File: src/rtl/imgcyc_pkg.sv
package imgcyc_pkg;
  typedef enum logic [2:0] {
    ST_RESET  = 3'd0,
    ST_GAP_W  = 3'd1,
    ST_WATCH  = 3'd2,
    ST_GAP_S  = 3'd3,
    ST_SHORT  = 3'd4
  } seq_state_t;
endpackage

File: src/rtl/imgcyc_sync.sv
module imgcyc_sync #(
  parameter int STAGES = 2
) (
  input  logic clk,
  input  logic rst_n,
  input  logic d,
  output logic q
);
  logic [STAGES-1:0] chain;

  always_ff @(posedge clk or negedge rst_n) begin
    if (!rst_n) begin
      chain <= '0;
    end else begin
      chain <= {chain[STAGES-2:0], d};
    end
  end

  assign q = chain[STAGES-1];
endmodule

File: src/rtl/imgcyc_seq.sv
module imgcyc_seq
  import imgcyc_pkg::*;
#(
  parameter int SHORT_LEN = 4,
  parameter int GAP_LEN   = 1
) (
  input  logic clk,
  input  logic rst_n,
  input  logic ready_s,
  input  logic done_s,
  output logic rst_o,
  output logic long_o,
  output logic short_o,
  output logic latch_o,
  output logic cyc_done_o
);
  localparam int MAXL = (SHORT_LEN > GAP_LEN) ? SHORT_LEN : GAP_LEN;
  localparam int CW   = $clog2(MAXL + 1);
  localparam logic [CW-1:0] SHORT_LAST = CW'(SHORT_LEN - 1);
  localparam logic [CW-1:0] GAP_LAST   = CW'(GAP_LEN - 1);

  seq_state_t    state_q, state_d;
  logic [CW-1:0] cnt_q, cnt_d;
  logic          rst_q, long_q, short_q, latch_q;
  logic          rst_d, long_d, short_d, latch_d;

  always_comb begin
    state_d    = state_q;
    cnt_d      = cnt_q;
    cyc_done_o = 1'b0;
    unique case (state_q)
      ST_RESET: begin
        if (ready_s) begin
          state_d = ST_GAP_W;
          cnt_d   = '0;
        end
      end
      ST_GAP_W: begin
        if (cnt_q == GAP_LAST) begin
          state_d = ST_WATCH;
          cnt_d   = '0;
        end else begin
          cnt_d = cnt_q + 1'b1;
        end
      end
      ST_WATCH: begin
        if (done_s) begin
          state_d = ST_GAP_S;
          cnt_d   = '0;
        end
      end
      ST_GAP_S: begin
        if (cnt_q == GAP_LAST) begin
          state_d = ST_SHORT;
          cnt_d   = '0;
        end else begin
          cnt_d = cnt_q + 1'b1;
        end
      end
      ST_SHORT: begin
        if (cnt_q == SHORT_LAST) begin
          state_d    = ST_RESET;
          cnt_d      = '0;
          cyc_done_o = 1'b1;
        end else begin
          cnt_d = cnt_q + 1'b1;
        end
      end
      default: begin
        state_d = ST_RESET;
        cnt_d   = '0;
      end
    endcase
  end

  always_comb begin
    rst_d   = (state_d == ST_RESET) || (state_d == ST_SHORT);
    long_d  = (state_d == ST_WATCH);
    short_d = (state_d == ST_SHORT);
    latch_d = (state_d == ST_SHORT) && (cnt_d == '0);
  end

  always_ff @(posedge clk or negedge rst_n) begin
    if (!rst_n) begin
      state_q <= ST_RESET;
      cnt_q   <= '0;
      rst_q   <= 1'b1;
      long_q  <= 1'b0;
      short_q <= 1'b0;
      latch_q <= 1'b0;
    end else begin
      state_q <= state_d;
      cnt_q   <= cnt_d;
      rst_q   <= rst_d;
      long_q  <= long_d;
      short_q <= short_d;
      latch_q <= latch_d;
    end
  end

  assign rst_o   = rst_q;
  assign long_o  = long_q;
  assign short_o = short_q;
  assign latch_o = latch_q;

  logic [CW-1:0] short_run;
  always_ff @(posedge clk or negedge rst_n) begin
    if (!rst_n) begin
      short_run <= '0;
    end else if (short_q) begin
      short_run <= short_run + 1'b1;
    end else begin
      short_run <= '0;
    end
  end

  AST_GAP_BEFORE_SHORT: assert property (@(posedge clk) disable iff (!rst_n)
    $rose(short_q) |-> !$past(long_q));
  AST_GAP_BEFORE_LONG: assert property (@(posedge clk) disable iff (!rst_n)
    $rose(long_q) |-> !$past(short_q));
  AST_WATCH_HOLD: assert property (@(posedge clk) disable iff (!rst_n)
    (long_q && !done_s) |=> long_q);
  AST_RST_IN_SHORT: assert property (@(posedge clk) disable iff (!rst_n)
    short_q |-> rst_q);
  AST_RESET_HOLD: assert property (@(posedge clk) disable iff (!rst_n)
    (rst_q && !short_q && !ready_s) |=> (rst_q && !long_q));
  AST_SHORT_FULL: assert property (@(posedge clk) disable iff (!rst_n)
    $fell(short_q) |-> (short_run == CW'(SHORT_LEN)));
  AST_LATCH_LEADS: assert property (@(posedge clk) disable iff (!rst_n)
    latch_q |-> $rose(short_q));
endmodule

File: src/rtl/imgcyc_count.sv
module imgcyc_count #(
  parameter int W = 16
) (
  input  logic         clk,
  input  logic         rst_n,
  input  logic         en,
  output logic [W-1:0] q
);
  logic [W-1:0] q_d;

  always_comb begin
    q_d = q;
    if (en) begin
      q_d = q + 1'b1;
    end
  end

  always_ff @(posedge clk or negedge rst_n) begin
    if (!rst_n) begin
      q <= '0;
    end else begin
      q <= q_d;
    end
  end
endmodule

File: src/rtl/imgcyc_top.sv
module imgcyc_top #(
  parameter int SYNC_STAGES = 2,
  parameter int SHORT_LEN   = 4,
  parameter int GAP_LEN     = 1,
  parameter int CNT_W       = 16
) (
  input  logic             clk,
  input  logic             rst_n,
  input  logic             ready_in,
  input  logic             done_in,
  output logic             sensor_rst,
  output logic             ph_long,
  output logic             ph_short,
  output logic             latch_img,
  output logic [CNT_W-1:0] cycle_count
);
  logic ready_s, done_s, cyc_done;

  imgcyc_sync #(.STAGES(SYNC_STAGES)) u_sync_ready (
    .clk(clk), .rst_n(rst_n), .d(ready_in), .q(ready_s)
  );

  imgcyc_sync #(.STAGES(SYNC_STAGES)) u_sync_done (
    .clk(clk), .rst_n(rst_n), .d(done_in), .q(done_s)
  );

  imgcyc_seq #(.SHORT_LEN(SHORT_LEN), .GAP_LEN(GAP_LEN)) u_seq (
    .clk(clk), .rst_n(rst_n), .ready_s(ready_s), .done_s(done_s),
    .rst_o(sensor_rst), .long_o(ph_long), .short_o(ph_short),
    .latch_o(latch_img), .cyc_done_o(cyc_done)
  );

  imgcyc_count #(.W(CNT_W)) u_count (
    .clk(clk), .rst_n(rst_n), .en(cyc_done), .q(cycle_count)
  );

  AST_NO_OVERLAP: assert property (@(posedge clk) disable iff (!rst_n)
    !(ph_long && ph_short));
  AST_CNT_STEP: assert property (@(posedge clk) disable iff (!rst_n)
    $fell(ph_short) |-> (cycle_count == $past(cycle_count) + 1'b1));
  AST_CNT_HOLD: assert property (@(posedge clk) disable iff (!rst_n)
    !$fell(ph_short) |-> $stable(cycle_count));
endmodule

File: config.mk
export PLATFORM = sky130hd
export DESIGN_NAME = imgcyc_top
export DESIGN_NICKNAME = d
export VERILOG_FILES = /design/src/rtl/imgcyc_pkg.sv /design/src/rtl/imgcyc_sync.sv /design/src/rtl/imgcyc_seq.sv /design/src/rtl/imgcyc_count.sv /design/src/rtl/imgcyc_top.sv
export SDC_FILE = /design/constraint.sdc
export NUM_CORES = 1
export LEC_CHECK = 0
export BUFFER_PORTS_ARGS = -buffer_cell sky130_fd_sc_hd__buf_2
export CAP_MARGIN = 25
export CORE_ASPECT_RATIO = 0.7
export CORE_MARGIN = 5
export CORE_UTILIZATION = 45
export CTS_CLUSTER_DIAMETER = 120
export DETAILED_ROUTE_END_ITERATION = 12
export GPL_ROUTABILITY_DRIVEN = 0
export PLACE_DENSITY = 0.67
export SLEW_MARGIN = 20
export SYNTH_ARGS = -nofsm -noshare
export SYNTH_HDL_FRONTEND = slang
export SYNTH_SLANG_ARGS = --single-unit
File: constraint.sdc
create_clock -name clk -period 4.5 [get_ports clk]
set_input_delay 0.45 -clock clk [delete_from_list [all_inputs] [get_ports clk]]
set_output_delay 0.45 -clock clk [all_outputs]
set_load 0.03 [all_outputs]
==> flow_summary.ini, run 1 <==
[run_status]
status = finished, final reports clean

[layout]
final_cell_mix = dfrtp_1, buf_2, nand2_1, xnor2_1
mostFrequentLayoutCell = dfrtp_1
areaGrowthSynthToFinish_pct = 17.4
fin_nets = 144
antennaDiodeCount = 0
drive_gt1_frac = 0.257

[floorplan]
fp.dieH_um = 55.2
dieArea_mm2 = 0.00411
top_level_ports = 24
initial_core_util = 0.468
rows = 16
die_w_um = 74.6
core_mm2 = 0.00280

[detailed_routing]
vias_per_cell = 5.06
ant_nets = 0
drt_pass1_iterations = 4
drt_iter0_drc = 53
drt_wl_total_mm = 2.26
vias = 870
drc = 0
avgRoutedWirePerCell_um = 13.1

[sta]
skew_ns = 0.00895
clock.fmax_ghz = 0.489
timing.final.crit_share = 0.455
slew_headroom = 0.574
rsz0062_at_grt = no
fin_tns_setup_ns = 0
slew_viol_final = 0
setup_violations = 0
worstMarginPinSlew_ns = 0.639
hold_viol = 0
fin_ws_ns = 2.45
post-route-min-period_ns = 2.05

[pwr]
ir_worst_vdd_uv = 225
power_frac_seq = 0.460
netSwitchingFraction = 0.339
p_comb_frac = 0.268
p_per_area_mw_per_mm2 = 510
cellLeakagePower_uw = 0.000810
power.switching_uw = 267
intPower_uw = 520
clkPwrFrac = 0.272

[logic_synthesis]
netlist_instances = 107
synth_nets = 116
synth_seq_cells = 30
netlist_top_cells_area = dfrtp_1, xnor2_1, ha_1
synth_cell_type_count = 30
avgSynthCellArea_um2 = 12.3
synth_top_cell_by_area = dfrtp_1
ys_seq_area_frac = 0.573
ys_warn_count = 0
synth_area_mm2 = 0.00131
synth_top_area_share = 0.553

[grt]
antenna_found_initial = 0
grtUsageTotal = 0.129
grt_max_degree = 31
grt_pass1_vias = 853
grt_pass1_wl_mm = 3.79
grt.overflow.total = 0

[setup_path]
worstSetupEndpointType = register
critPathTopFamily = simple AND/OR/NAND/NOR gates
cp_data_arrival_time_ns = 2.25
cp.required_ns = 4.70
worstPathCellList = ha_1 > ha_1 > nand4bb_1 > nor3_1 > and3_1 > xor2_1
worst-path-buf-inv = 0
rr_startpoint = u_seq.cnt_q[0]
max_stage_delay_ns = 0.45
cp_common_cell = ha_1
path_class = register to register
path_max_fanout = 7
cp-startpoint = u_seq.cnt_q[0]
cp-start-kind = register
cp_slowest_cell = nor3_1

[clocking]
post_cts_buffers = 0
clk_pin_slew_ns = 0.06
cts_resized = 0
cts_tree = yes
cts_buffers = 5
cts_hold_buffers = 0
root_buffer = clkbuf_8
htree_levels = 2
clkSinkCount = 30
clock_latency_ns = 0.27
clk_path_buf_depth = 2

[place]
hpwl_mm = 1.69
post-place-ws_ns = 2.45
port_buffers = 23

[hold_path]
hp-class = primary input to async pin

[flow_run]
max_cap_viol_count = 0
[layout make-up]
| cell class | instances | area, um2 |
|---|---|---|
| fill | 253 | 1260 |
| sequential | 30 | 752 |
| multi-input combinational | 69 | 515 |
| timing repair buffer | 23 | 115 |
| clock buffer | 7 | 86.3 |
| tap | 36 | 45.0 |
| inverter | 6 | 22.5 |
| clock inverter | 1 | 5.00 |
[power groups by stage]
stage | clock network (uW) | logic (uW) | registers [uW]
2_1_floorplan | 0 | 137 | 391
3_3_place_gp | 0 | 209 | 365
3_5_place_dp | 0 | 213 | 365
4_1_cts | 221 | 213 | 361
5_1_grt | 235 | 234 | 369
6_report | 214 | 211 | 362
[stage by stage]
step                       util  instance area, um2  power (uW)  hold slack (ns)  instances
after floorplan               -                1310         527            0.154        107
after global placement    0.517                1450         574            0.334        164
after detailed placement  0.517                1450         578            0.338        164
after CTS                 0.550                1540         796            0.221        172
after global routing      0.550                1540         837            0.250        172
final                     0.550                1540         787            0.200        172
[worst paths after layout]
check	to	slack, ns	depth (start not counted)
max reg2reg	u_count.q[7]	2.45	6
max	u_count.q[7]	2.45	6
min in group clk	u_sync_done.chain[0]	0.28	1
max in group asynchronous	u_count.q[4]	3.88	1
min	u_sync_ready.chain[0]	0.20	1
min reg2reg	u_sync_done.chain[1]	0.35	0
[worst reg2reg max path, cell delays in order (launching register included)]
cell and delay [ns]:
dfrtp_1 0.39, ha_1 0.19, ha_1 0.18, nand4bb_1 0.38, nor3_1 0.46, and3_1 0.23
xor2_1 0.15
[logic make-up (layout without fill, tap and decap cells)]
family,Yosys count,in the layout,synth area share
simple gates,38,38,0.180
flops,30,30,0.573
compound gates,9,9,0.0505
fa+ha+maj,5,5,0.0477
buf+inv,8,37,0.0343
mux,1,1,0.00763
xor+xnor,16,16,0.107
[synth_stat cells]
master	count
a211oi_1	1
a21oi_1	1
a32oi_1	1
a41o_2	2
and2_1	1
and3_1	2
and4_1	1
buf_6	2
dfrtp_1	29
dfstp_2	1
ha_1	5
inv_1	6
mux2i_1	1
nand2_1	11
nand2b_1	1
nand3_1	5
nand3b_1	1
nand4_1	2
nand4bb_1	1
nor2_1	4
nor2b_1	1
nor3_1	2
nor3b_1	1
nor4_1	1
nor4_4	2
nor4b_1	2
o21ai_0	3
o31ai_1	1
xnor2_1	11
xor2_1	5
[sequential cells by signal, summed over array words and instances, names as in the netlist]
name	count
u_seq.rst_o	1
u_seq.cnt_q	3
u_seq.long_o	1
u_seq.latch_o	1
u_count.q	16
u_sync_ready.chain	2
u_seq.state_q	3
u_sync_done.chain	2
u_seq.short_o	1
[per-layer routing]
metal / GRT usage / vias to the layer above / wire length, um
met1: 0.177 / 420 / 1150
met3: 0.0487 / 4 / 138
met2: 0.172 / 21 / 951
li1: - / 425 / -
met4: 0.0769 / 0 / 25
met5: 0 / - / 0
(Power assumes the default switching activity.)
==> run 2, diff against run 1 <==
PLACE_DENSITY = 0.69   (was 0.67)
clock period = 1.8 ns   (was 4.5 ns; I/O delays follow)
==> flow_summary.ini, run 2 (synthesis results as in run 1) <==
[sta]
setup_violations = 0
worstMarginPinSlew_ns = 0.632
skew_ns = 0.00438
slew_headroom = 0.579
hold_viol = 0
rsz0062_at_grt = yes
post-route-min-period_ns = 1.76
clock.fmax_ghz = 0.567
fin_tns_setup_ns = 0
slew_viol_final = 0
timing.final.crit_share = 0.981

[floorplan]
dieArea_mm2 = 0.00411
core_mm2 = 0.00280
top_level_ports = 24
rows = 16
initial_core_util = 0.468
die_w_um = 74.6
fp.dieH_um = 55.2

[clocking]
clk_path_buf_depth = 2
cts_tree = yes
clk_pin_slew_ns = 0.06
clock_latency_ns = 0.28
htree_levels = 2
clkSinkCount = 30
cts_buffers = 5
root_buffer = clkbuf_8

[setup_path]
rr_startpoint = u_seq.cnt_q[1]
cp_data_arrival_time_ns = 1.93
r2r-end = u_count.q[10]
worstSetupEndpointType = register
worstPathCellList = ha_2 > ha_4 > nand4bb_1 > buf_6 > nor4_4 > nand3_1 > xnor2_1
endpoint = u_count.q[10]
r2r.worst_path.cells = 7
path_max_fanout = 4
path_class = register to register
max_stage_delay_ns = 0.37
cp_slowest_cell = nor4_4
cp-start-kind = register
cp-startpoint = u_seq.cnt_q[1]
r2r_slack_ns = 0.04
cp.required_ns = 1.96

[layout]
n_fill_cell = 235
multi_input_area_um2 = 531
top_register = u_count.q
register_area_um2 = 752
fin_nets = 153
largest_register_ffs = 16
final_cell_mix = dfrtp_1, buf_2, nand2_1, xnor2_1, clkbuf_8
mostFrequentLayoutCell = dfrtp_1
postLayoutCoreUtil = 0.605
biggestRegsByFlops = u_count.q x16, u_seq.cnt_q x3, u_seq.state_q x3
areaGrowthSynthToFinish_pct = 29.3
antennaDiodeCount = 0
drive_gt1_frac = 0.317

[place]
port_buffers = 23
hpwl_mm = 1.74

[detailed_routing]
vias_per_cell = 5.11
vias = 925
drt_pass1_iterations = 4
avgRoutedWirePerCell_um = 13.4
drt_wl_total_mm = 2.43
drc = 0
ant_nets = 0
drt_iter0_drc = 48

[pwr]
ir_worst_vdd_uv = 576
p_per_area_mw_per_mm2 = 1390
cellLeakagePower_uw = 0.000882

[grt]
grt_max_degree = 31
antenna_found_initial = 0
grtUsageTotal = 0.133
grt.overflow.total = 0
grt_pass1_vias = 886
grt_pass1_wl_mm = 3.95

[run_status]
status = finished, final reports clean

[hold_path]
hold_depth = 1
hp-class = primary input to register

[flow_run]
max_cap_viol_count = 0
[run 2: changes by cell type in the layout (fill, tap and decap cells not counted), moves of 2 or more]
cell           previous run  this run
ha_1                      5         3
dlygate4sd3_1             0         2
buf_4                     0         5
bufinv_16                 0         2
[run 2: cell type report]
cell class                      instances  area share
Clock buffer                            6      0.0487
Clock inverter                          2      0.0354
Inverter                                6      0.0133
Multi-Input combinational cell         69       0.313
Sequential cell                        30       0.443
Tap cell                               36      0.0265
Timing Repair Buffer                   32       0.120
[run 2: metrics by stage]
stage	setup slack [ns]	total power [uW]	cells	instance area, um2	hold WS (ns)
global route	-0.0412	2480	181	1700	0.00109
detailed placement	-0.00424	1500	169	1490	0.245
global placement	0.0497	1470	169	1490	0.235
floorplan	0.111	1320	107	1310	-0.116
CTS	0.0581	2340	178	1640	0.00326
finish	0.0351	2350	181	1700	0.00421
[run 2: how the worst min path moves through the flow]
stage / slack, ns / endpoint / startpoint
floorplan: -0.12 / u_count.q[0] / rst_n
global placement: 0.23 / u_count.q[7] / rst_n
detailed placement: 0.25 / u_count.q[4] / rst_n
CTS: 0.003 / u_sync_done.chain[0] / done_in
global route: 0.001 / u_sync_ready.chain[0] / ready_in
finish: 0.004 / u_sync_ready.chain[0] / ready_in
[run 2: worst max-delay path: cells and delay by family, from the launching register on]
| family | cells | cell delay [ns] |
|---|---|---|
| buffers and inverters | 1 | 0.15 |
| xor gates and xnor gates | 1 | 0.16 |
| DFF | 1 | 0.36 |
| adders and majority gates | 2 | 0.35 |
| and+or+nand+nor | 3 | 0.62 |
[run 2: metal layers]
metal  up-vias  wire length, um  GRT usage
met5         -                0          0
li1        447                -          -
met4         0               25     0.0651
met2        26             1060      0.191
met1       447             1210      0.177
met3         5              134     0.0487
[run 2: timing repair]
action                                  in CTS  in global routing
buffers inserted                             0                  2
resized for setup                            0                  5
hold endpoints to repair                    29                  1
pin swaps                                    2                  4
gates cloned                                 0                  0
endpoints found under the setup margin       2                  5
hold buffers                                 1                  1
[run 2: power breakdown]
part | switching, uW | leakage, uW | internal [uW]
clock | 249 | 0.0000714 | 590
sequential | 85.3 | 0.000398 | 797
combinational | 386 | 0.000413 | 245
total | 720 | 0.000882 | 1630
==> run 3, diff against run 2 <==
CELL_PAD_IN_SITES_DETAIL_PLACEMENT = 1   (was default)
CELL_PAD_IN_SITES_GLOBAL_PLACEMENT = 1   (was default)
CORE_UTILIZATION = 38   (was 45)
PLACE_DENSITY = default   (was 0.69)
PLACE_DENSITY_LB_ADDON = 0.1   (was default)
==> flow_summary.ini, run 3 (synthesis results as in run 1) <==
[detailed_routing]
avgRoutedWirePerCell_um = 13.8
drt_pass1_iterations = 4
highest_layer = met4
routed-wl-met3_um = 154
drt_iter0_drc = 46
wl_met2_mm = 1.11
vias = 888
drt_wl_total_mm = 2.63
vias_per_cell = 4.67
wl_met1_mm = 1.35
drc = 0
ant_nets = 0

[clocking]
root_buffer = clkbuf_8
clk_pin_slew_ns = 0.05
cts_tree = yes
cts_buffers = 5
htree_levels = 2
clock_latency_ns = 0.27
clkSinkCount = 30
clk_path_buf_depth = 2

[layout]
mostFrequentLayoutCell = dfrtp_1
fin_nets = 152
drive_gt1_frac = 0.315
top_register = u_count.q
largest_register_ffs = 16
biggestRegsByFlops = u_count.q x16, u_seq.cnt_q x3, u_seq.state_q x3
final_cell_mix = dfrtp_1, buf_2, nand2_1, xnor2_1
n_fill_cell = 351
areaGrowthSynthToFinish_pct = 25.6
antennaDiodeCount = 0

[setup_path]
max_stage_delay_ns = 0.41
cp-start-kind = register
r2r_slack_ns = 0.09
cp.required_ns = 1.96
path_class = register to register
cp_slowest_cell = dfrtp_1
worstSetupEndpointType = register
r2r-end = u_seq.latch_o
cp_data_arrival_time_ns = 1.87
worstPathCellList = buf_4 > inv_1 > ha_1 > nand2b_1 > a211oi_1 > a21oi_1 > nor4b_2
rr_startpoint = u_seq.cnt_q[0]
path_max_fanout = 4
r2r.worst_path.cells = 7
cp-startpoint = u_seq.cnt_q[0]
endpoint = u_seq.latch_o

[grt]
grtUsageTotal = 0.128
grt_pass1_wl_mm = 4.56
grt.overflow.total = 0
antenna_found_initial = 0
grt_max_degree = 31
grt_pass1_vias = 960

[flow_run]
max_cap_viol_count = 0

[place]
port_buffers = 23
hpwl_mm = 1.97
post-place-ws_ns = -0.00707

[pwr]
design_power_total_uw = 2030
p_per_area_mw_per_mm2 = 1230
ir_worst_vdd_uv = 498
cellLeakagePower_uw = 0.000842

[sta]
fin_tns_setup_ns = 0
slew_viol_final = 0
fin_ws_ns = 0.0923
post-route-min-period_ns = 1.71
clock.fmax_ghz = 0.586
skew_ns = 0.00589
worstMarginPinSlew_ns = 0.646
setup_violations = 0
timing.final.crit_share = 0.949
hold_viol = 0
hold_ws_ns = 0.0205
slew_headroom = 0.570

[floorplan]
initial_core_util = 0.406
top_level_ports = 24
core_mm2 = 0.00323
fp.dieH_um = 59.2
die_w_um = 80.2
rows = 17
dieArea_mm2 = 0.00475

[run_status]
status = finished, final reports clean

[hold_path]
hp-class = primary input to register
-- run 3: changes by cell type in the layout (fill, tap and decap cells not counted), moves of 2 or more --
| cell | before | now |
|---|---|---|
| bufinv_16 | 2 | 0 |
| clkbuf_1 | 0 | 2 |
| nor4b_1 | 2 | 0 |
| nor4b_2 | 0 | 2 |
-- run 3: metrics by stage --
| stage | cell area, um2 | cells | utilization |
|---|---|---|---|
| after floorplan | 1310 | 107 | - |
| after global placement | 1500 | 180 | 0.464 |
| final | 1650 | 190 | 0.510 |
| after global routing | 1650 | 190 | 0.510 |
| after detailed placement | 1500 | 180 | 0.464 |
| after CTS | 1590 | 188 | 0.491 |
-- run 3: report_power, final --
part | internal [uW] | switching [uW] | total, uW
clock | 265 | 210 | 475
combinational | 254 | 402 | 657
sequential | 797 | 99.0 | 896
total | 1320 | 711 | 2030
-- run 3: layer usage --
layer	track usage	up-vias
li1	-	440
met1	0.180	423
met2	0.179	23
met3	0.0486	2
met4	0.0434	0
met5	0	-
-- run 3: worst max-delay path: cells and delay by family (launching register included) --
kind	cells	cell delay [ns]
adder cells (fa/ha/maj)	1	0.20
flip-flops	1	0.41
AND/OR/NAND/NOR	2	0.42
AO/OA/AOI/OAI	2	0.36
buffers and inverters	2	0.21
-- run 3: timing repair --
item,4_1_cts,5_1_grt
setup buffers,0,2
cloned,0,0
endpoints found under the hold margin,29,0
resized for setup,0,9
endpoints found under the setup margin,2,8
hold buffers,1,0
pin swaps,1,4
-- run 3: worst min-delay path by stage --
stage,from,to,slack (ns),cells after the start
after global routing,ready_in,u_sync_ready.chain[0],0.005,1
after CTS,done_in,u_sync_done.chain[0],0.009,1
final,done_in,u_sync_done.chain[0],0.02,1
after global placement,rst_n,u_seq.latch_o,0.25,1
after detailed placement,rst_n,u_seq.latch_o,0.25,1
after floorplan,rst_n,u_count.q[0],-0.12,0
-- run 3: layout make-up --
type                       instances  area [um2]  area share
inverter                           6        22.5      0.0137
clock buffer                       7        76.3      0.0463
tap                               47        58.8      0.0357
sequential                        30         752       0.456
timing repair buffer              31         181       0.110
multi-input combinational         69         558       0.338
